[src/rtl/iqoc_pkg.sv]
package iqoc_pkg;

  typedef enum logic [1:0] {
    ST_IDLE  = 2'd0,
    ST_CLEAR = 2'd1,
    ST_ACC   = 2'd2,
    ST_STORE = 2'd3
  } cal_state_e;

  // Averaged sum relative to mid-scale
  function automatic int avg_offset(input int sum, input int shift, input int mid);
    return (sum >>> shift) - mid;
  endfunction

  // Subtract offset and clip to 0..maxv
  function automatic int sat_sub(input int smp, input int off, input int maxv);
    int d;
    d = smp - off;
    if (d < 0) return 0;
    if (d > maxv) return maxv;
    return d;
  endfunction

endpackage

[src/rtl/iqoc_edge.sv]
module iqoc_edge (
  input  logic clk,
  input  logic rst_n,
  input  logic req,
  input  logic busy,
  output logic start
);
  logic req_q;

  always_ff @(posedge clk or negedge rst_n) begin
    if (!rst_n) req_q <= 1'b0;
    else        req_q <= req;
  end

  assign start = req & ~req_q & ~busy;
endmodule

[src/rtl/iqoc_seq.sv]
module iqoc_seq #(
  parameter int NSAMP = 32
) (
  input  logic clk,
  input  logic rst_n,
  input  logic start,
  output logic clr_en,
  output logic acc_en,
  output logic store_en,
  output logic busy
);
  import iqoc_pkg::*;

  localparam int CW = $clog2(NSAMP);

  cal_state_e      state;
  logic [CW-1:0]   cnt;
  logic            last_acc;

  assign last_acc = (cnt == CW'(NSAMP - 1));

  always_ff @(posedge clk or negedge rst_n) begin
    if (!rst_n) begin
      state <= ST_IDLE;
      cnt   <= '0;
    end else begin
      unique case (state)
        ST_IDLE:  if (start) state <= ST_CLEAR;
        ST_CLEAR: begin
          state <= ST_ACC;
          cnt   <= '0;
        end
        ST_ACC: begin
          cnt <= cnt + 1'b1;
          if (last_acc) state <= ST_STORE;
        end
        ST_STORE: state <= ST_IDLE;
        default:  state <= ST_IDLE;
      endcase
    end
  end

  assign clr_en   = (state == ST_CLEAR);
  assign acc_en   = (state == ST_ACC);
  assign store_en = (state == ST_STORE);
  assign busy     = (state != ST_IDLE);
endmodule

[src/rtl/iqoc_chan.sv]
module iqoc_chan #(
  parameter int W     = 10,
  parameter int NSAMP = 32
) (
  input  logic         clk,
  input  logic         rst_n,
  input  logic         clr_en,
  input  logic         acc_en,
  input  logic         store_en,
  input  logic         busy,
  input  logic [W-1:0] sample,
  output logic [W-1:0] corr
);
  import iqoc_pkg::*;

  localparam int SHIFT = $clog2(NSAMP);
  localparam int SW    = W + SHIFT;
  localparam int OW    = W + 1;
  localparam int MID   = 1 << (W - 1);
  localparam int MAXC  = (1 << W) - 1;

  logic [SW-1:0]        acc;
  logic signed [OW-1:0] offset;

  always_ff @(posedge clk or negedge rst_n) begin
    if (!rst_n) begin
      acc    <= '0;
      offset <= '0;
      corr   <= '0;
    end else begin
      if (clr_en)      acc <= '0;
      else if (acc_en) acc <= acc + SW'(sample);
      if (store_en)
        offset <= OW'(avg_offset(int'(acc), SHIFT, MID));
      if (!busy)
        corr <= W'(sat_sub(int'(sample), int'(offset), MAXC));
    end
  end
endmodule

[src/rtl/iqoc_top.sv]
module iqoc_top #(
  parameter int W     = 10,
  parameter int NSAMP = 32
) (
  input  logic         clk,
  input  logic         rst_n,
  input  logic         cal_req,
  input  logic [W-1:0] i_sample,
  input  logic [W-1:0] q_sample,
  output logic         busy,
  output logic [W-1:0] i_out,
  output logic [W-1:0] q_out
);
  localparam int NCH = 2;

  logic start_pulse;
  logic clr_en;
  logic acc_en;
  logic store_en;

  logic [W-1:0] samp_a [NCH];
  logic [W-1:0] corr_a [NCH];

  assign samp_a[0] = i_sample;
  assign samp_a[1] = q_sample;
  assign i_out     = corr_a[0];
  assign q_out     = corr_a[1];

  iqoc_edge u_edge (
    .clk   (clk),
    .rst_n (rst_n),
    .req   (cal_req),
    .busy  (busy),
    .start (start_pulse)
  );

  iqoc_seq #(.NSAMP(NSAMP)) u_seq (
    .clk      (clk),
    .rst_n    (rst_n),
    .start    (start_pulse),
    .clr_en   (clr_en),
    .acc_en   (acc_en),
    .store_en (store_en),
    .busy     (busy)
  );

  for (genvar c = 0; c < NCH; c++) begin : g_ch
    iqoc_chan #(.W(W), .NSAMP(NSAMP)) u_chan (
      .clk      (clk),
      .rst_n    (rst_n),
      .clr_en   (clr_en),
      .acc_en   (acc_en),
      .store_en (store_en),
      .busy     (busy),
      .sample   (samp_a[c]),
      .corr     (corr_a[c])
    );
  end
endmodule

[config.mk]
export PLATFORM = sky130hd
export DESIGN_NAME = iqoc_top
export DESIGN_NICKNAME = d
export VERILOG_FILES = /design/src/rtl/iqoc_pkg.sv /design/src/rtl/iqoc_edge.sv /design/src/rtl/iqoc_seq.sv /design/src/rtl/iqoc_chan.sv /design/src/rtl/iqoc_top.sv
export SDC_FILE = /design/constraint.sdc
export NUM_CORES = 1
export LEC_CHECK = 0
export BUFFER_PORTS_ARGS = -buffer_cell sky130_fd_sc_hd__buf_2
export CAP_MARGIN = 10
export CORE_ASPECT_RATIO = 1.2
export CORE_MARGIN = 4
export CORE_UTILIZATION = 45
export CTS_CLUSTER_DIAMETER = 30
export DETAILED_ROUTE_END_ITERATION = 16
export MAX_ROUTING_LAYER = met4
export SYNTH_ARGS = -nofsm -noshare
export SYNTH_HDL_FRONTEND = slang
export SYNTH_SLANG_ARGS = --single-unit
[constraint.sdc]
create_clock -name clk -period 2.55 [get_ports clk]
set_input_delay 0.1275 -clock clk [delete_from_list [all_inputs] [get_ports clk]]
set_output_delay 0.1275 -clock clk [all_outputs]
set_load 0.1 [all_outputs]
==> flow_metrics.env <==
export IMPL_cts_made_buffers=9
export IMPL_clkTransAtPathRegs_ps=60
export IMPL_min_to="g_ch[1].u_chan.acc[0]"
export IMPL_worstHoldPathType="input port to flip-flop"
export IMPL_floorplan_die_area_um2=13500
export IMPL_routed_wire_length_per_instance_um=15.3
export IMPL_drtIter0Drc=223
export IMPL_vias_in_the_first_global_route=4243
export IMPL_synth_async_reset_ratio=1.00
export IMPL_ctsLongestPathBuffers=2
export IMPL_slew_headroom=0.605
export IMPL_final_setup_skew_ps=5.29
export IMPL_numClockSinks=78
export IMPL_yosys_area_top_type="sky130_fd_sc_hd__dfrtp_1"
export IMPL_vias=4292
export IMPL_syn_mean_instance_area_um2=9.30
export IMPL_holdPathStages=3
export IMPL_crit_required_ps=2780
export IMPL_yosys_area_share_simple=0.134
export IMPL_post_route_drc_count=0
export IMPL_die_w_um=107
export IMPL_io_count=44
export IMPL_syn2layout_area_growth_pct=16.1
export IMPL_slew_violations=0
export IMPL_dp_hpwl_mm=8.83
export IMPL_synth_yosys_seq_area_share=0.369
export IMPL_worstHoldStart="q_sample[0]"
export IMPL_synthAdderAreaFrac=0.129
export IMPL_first_pass_iters=4
export IMPL_global_route_wire_length_before_repair_mm=20.3
export IMPL_finalHoldViolations=0
export IMPL_core_area_um2=11500
export IMPL_muxShareOfSynthArea=0.00616
export IMPL_clk_latency_ps=340
export IMPL_timing_reg2reg_worst_path_depth=10
export IMPL_global_route_overflow_total=0
export IMPL_gp_congestion=0.848
export IMPL_rrSetupSlack_ps=150
export IMPL_post_synth_main_area_contributors="sky130_fd_sc_hd__dfrtp_1 37%, sky130_fd_sc_hd__ha_1 11%, sky130_fd_sc_hd__o21ai_0 3.8%, sky130_fd_sc_hd__xnor2_1 3.3%, sky130_fd_sc_hd__nand2_1 3.3%"
export IMPL_synth_cell_types=70
export IMPL_total_length_of_routed_wires_mm=11.9
export IMPL_synth_main_ff_cell="sky130_fd_sc_hd__dfrtp_1"
export IMPL_maxClockFrequency_ghz=0.416
export IMPL_worst_setup_path_start_kind="flip-flop"
export IMPL_combinational_family_with_the_most_area_after_synthesis="compound AO/OA/AOI/OAI gates"
export IMPL_grt_start_max_net_pins=43
export IMPL_io_buffer_count=43
export IMPL_worstReg2RegEnd="g_ch[0].u_chan.corr[5]"
export IMPL_final_setup_tns_ps=0
export IMPL_synth_compound_area_frac=0.266
export IMPL_layout_common_cells="78 x sky130_fd_sc_hd__dfrtp_1, 48 x sky130_fd_sc_hd__ha_1, 46 x sky130_fd_sc_hd__nand2_1, 45 x sky130_fd_sc_hd__nor2_1, 42 x sky130_fd_sc_hd__buf_2"
export IMPL_synth_xor_area_frac=0.0497
export IMPL_finalWorstPathRequiredPeriod_ps=2400
export IMPL_status="complete, no violations"
export IMPL_htree_levels=3
export IMPL_worst_endpoint_arrival_ps=2630
export IMPL_cts_root_buf="sky130_fd_sc_hd__clkbuf_16"
export IMPL_antenna_cells_inserted=0
export IMPL_cts_tree="built"
export IMPL_setup_violations=0
export IMPL_antenna_left=0
export IMPL_synth_enable_flop_cells=0
export IMPL_floorplan_rows=43
export IMPL_maxCapViolCount=0
export IMPL_criticalPathCategory="flip-flop to flip-flop"
export IMPL_yosys_warnings=0
export IMPL_synthesis_nets=643
export IMPL_yosys_area_top_type_share=0.369
export IMPL_avgViaCountPerCell=5.50
export IMPL_yosys_register_bits=78
export IMPL_syn_cell_area_um2=5280
export IMPL_synthCells=568
export IMPL_antenna_found_initial=0
export IMPL_final_period_utilization=0.942
export IMPL_worstMarginPinSlew_ps=592
export IMPL_final_stage_net_count=694
export IMPL_reg2reg_from="g_ch[0].u_chan.offset[0]"
export IMPL_timing_critical_path_to_type="flip-flop"
export IMPL_initial_core_util=0.459
export IMPL_unrepaired_setup_endpoints_after_global_routing="no"
export IMPL_crit_path_max_fanout=7
export IMPL_post_route_cells_drive_above_1_share=0.176
export IMPL_most_frequent_standard_cell_in_the_layout_excluding_fill_and_tap_cells="sky130_fd_sc_hd__dfrtp_1"
export IMPL_track_usage=0.192
export IMPL_die_height_um=127
-- sequential cells by signal, summed over array words and instances (netlist names) --
register	flops
g_ch.u_chan.offset	20
u_seq.state	2
g_ch.u_chan.acc	30
g_ch.u_chan.corr	20
u_edge.req_q	1
u_seq.cnt	5
-- layout make-up --
type	count	area (µm²)
repair buffers	60	350
inverters	40	150
clock inverters	3	65.1
fillers	1081	5380
well taps	157	196
flip-flops and latches	78	1950
multi-input cells	430	3150
clock buffers	13	270
-- layer usage --
layer | routed length, µm | up-vias | GRT usage
li1 | - | 2162 | -
met1 | 5680 | 2040 | 0.249
met2 | 5610 | 69 | 0.305
met3 | 381 | 21 | 0.0270
met4 | 271 | 0 | 0.0745
met5 | 0 | - | -
-- logic make-up (layout without fill, tap and decap cells) --
kind of cell | after synthesis | count (layout)
AOI/OAI and AO/OA | 193 | 194
xor gates and xnor gates | 30 | 30
adders and majority gates | 52 | 52
buffers and inverters | 61 | 116
DFF | 78 | 78
muxes | 3 | 3
and+or+nand+nor | 151 | 151
-- metrics by stage --
stage	hold slack (ps)	worst slack (ps)	instance area (µm²)	utilization	cells
5_1_grt	182	0.968	6130	0.533	781
3_5_place_dp	175	83.4	5710	0.496	761
3_3_place_gp	173	129	5710	0.496	761
6_report	175	149	6130	0.533	781
2_1_floorplan	-168	271	5280	-	568
4_1_cts	170	81.0	6070	0.527	779
-- critical path, cell delays in order, from the launching register on --
cell                       delay, ps
sky130_fd_sc_hd__dfrtp_1         350
sky130_fd_sc_hd__ha_1            170
sky130_fd_sc_hd__inv_1            60
sky130_fd_sc_hd__fa_1            410
sky130_fd_sc_hd__a211oi_1        250
sky130_fd_sc_hd__nor2_1           90
sky130_fd_sc_hd__o21a_1          200
sky130_fd_sc_hd__a21o_1          210
sky130_fd_sc_hd__nor3_2          190
sky130_fd_sc_hd__a21oi_4          80
sky130_fd_sc_hd__a311oi_1        290
-- worst max-delay path by stage --
stage                     cells after the start  slack, ps                      to                      from
after detailed placement                     10         80  g_ch[0].u_chan.corr[5]  g_ch[0].u_chan.offset[0]
after floorplan                              10        270  g_ch[1].u_chan.corr[2]  g_ch[1].u_chan.offset[0]
after CTS                                    10         80  g_ch[0].u_chan.corr[5]  g_ch[0].u_chan.offset[0]
final                                        10        150  g_ch[0].u_chan.corr[5]  g_ch[0].u_chan.offset[0]
after global placement                       12        130  g_ch[1].u_chan.corr[3]               q_sample[0]
after global routing                         10          1  g_ch[0].u_chan.corr[8]  g_ch[0].u_chan.offset[0]
-- Yosys cell counts, types with 3 or more instances --
cell	instances
sky130_fd_sc_hd__a211oi_1	10
sky130_fd_sc_hd__a211oi_2	3
sky130_fd_sc_hd__a21o_1	17
sky130_fd_sc_hd__a21oi_1	32
sky130_fd_sc_hd__a21oi_2	3
sky130_fd_sc_hd__a22o_1	7
sky130_fd_sc_hd__a311oi_1	7
sky130_fd_sc_hd__a31o_2	5
sky130_fd_sc_hd__a31oi_1	6
sky130_fd_sc_hd__and3_1	5
sky130_fd_sc_hd__and4_1	3
sky130_fd_sc_hd__clkbuf_1	17
sky130_fd_sc_hd__dfrtp_1	78
sky130_fd_sc_hd__fa_1	4
sky130_fd_sc_hd__ha_1	48
sky130_fd_sc_hd__inv_1	38
sky130_fd_sc_hd__nand2_1	46
sky130_fd_sc_hd__nand2b_1	7
sky130_fd_sc_hd__nand3_1	14
sky130_fd_sc_hd__nor2_1	45
sky130_fd_sc_hd__nor2b_1	6
sky130_fd_sc_hd__nor3_1	11
sky130_fd_sc_hd__o211ai_1	6
sky130_fd_sc_hd__o21a_1	11
sky130_fd_sc_hd__o21ai_0	40
sky130_fd_sc_hd__o21bai_1	3
sky130_fd_sc_hd__o2bb2ai_1	8
sky130_fd_sc_hd__o311ai_1	3
sky130_fd_sc_hd__o31ai_1	5
sky130_fd_sc_hd__o31ai_2	3
sky130_fd_sc_hd__or2_2	3
sky130_fd_sc_hd__or3_1	3
sky130_fd_sc_hd__xnor2_1	20
sky130_fd_sc_hd__xor2_1	10
-- what timing repair did --
item                                    in CTS  in global routing
hold buffers                                 2                  0
buffers inserted                             0                  1
endpoints found under the setup margin       0                 19
resized for setup                            0                  8
endpoints found under the hold margin       41                  0
Power is left out: the tool's default activity adds up to more than one toggle a clock period on the data nets, which glitch-free logic cannot reach.
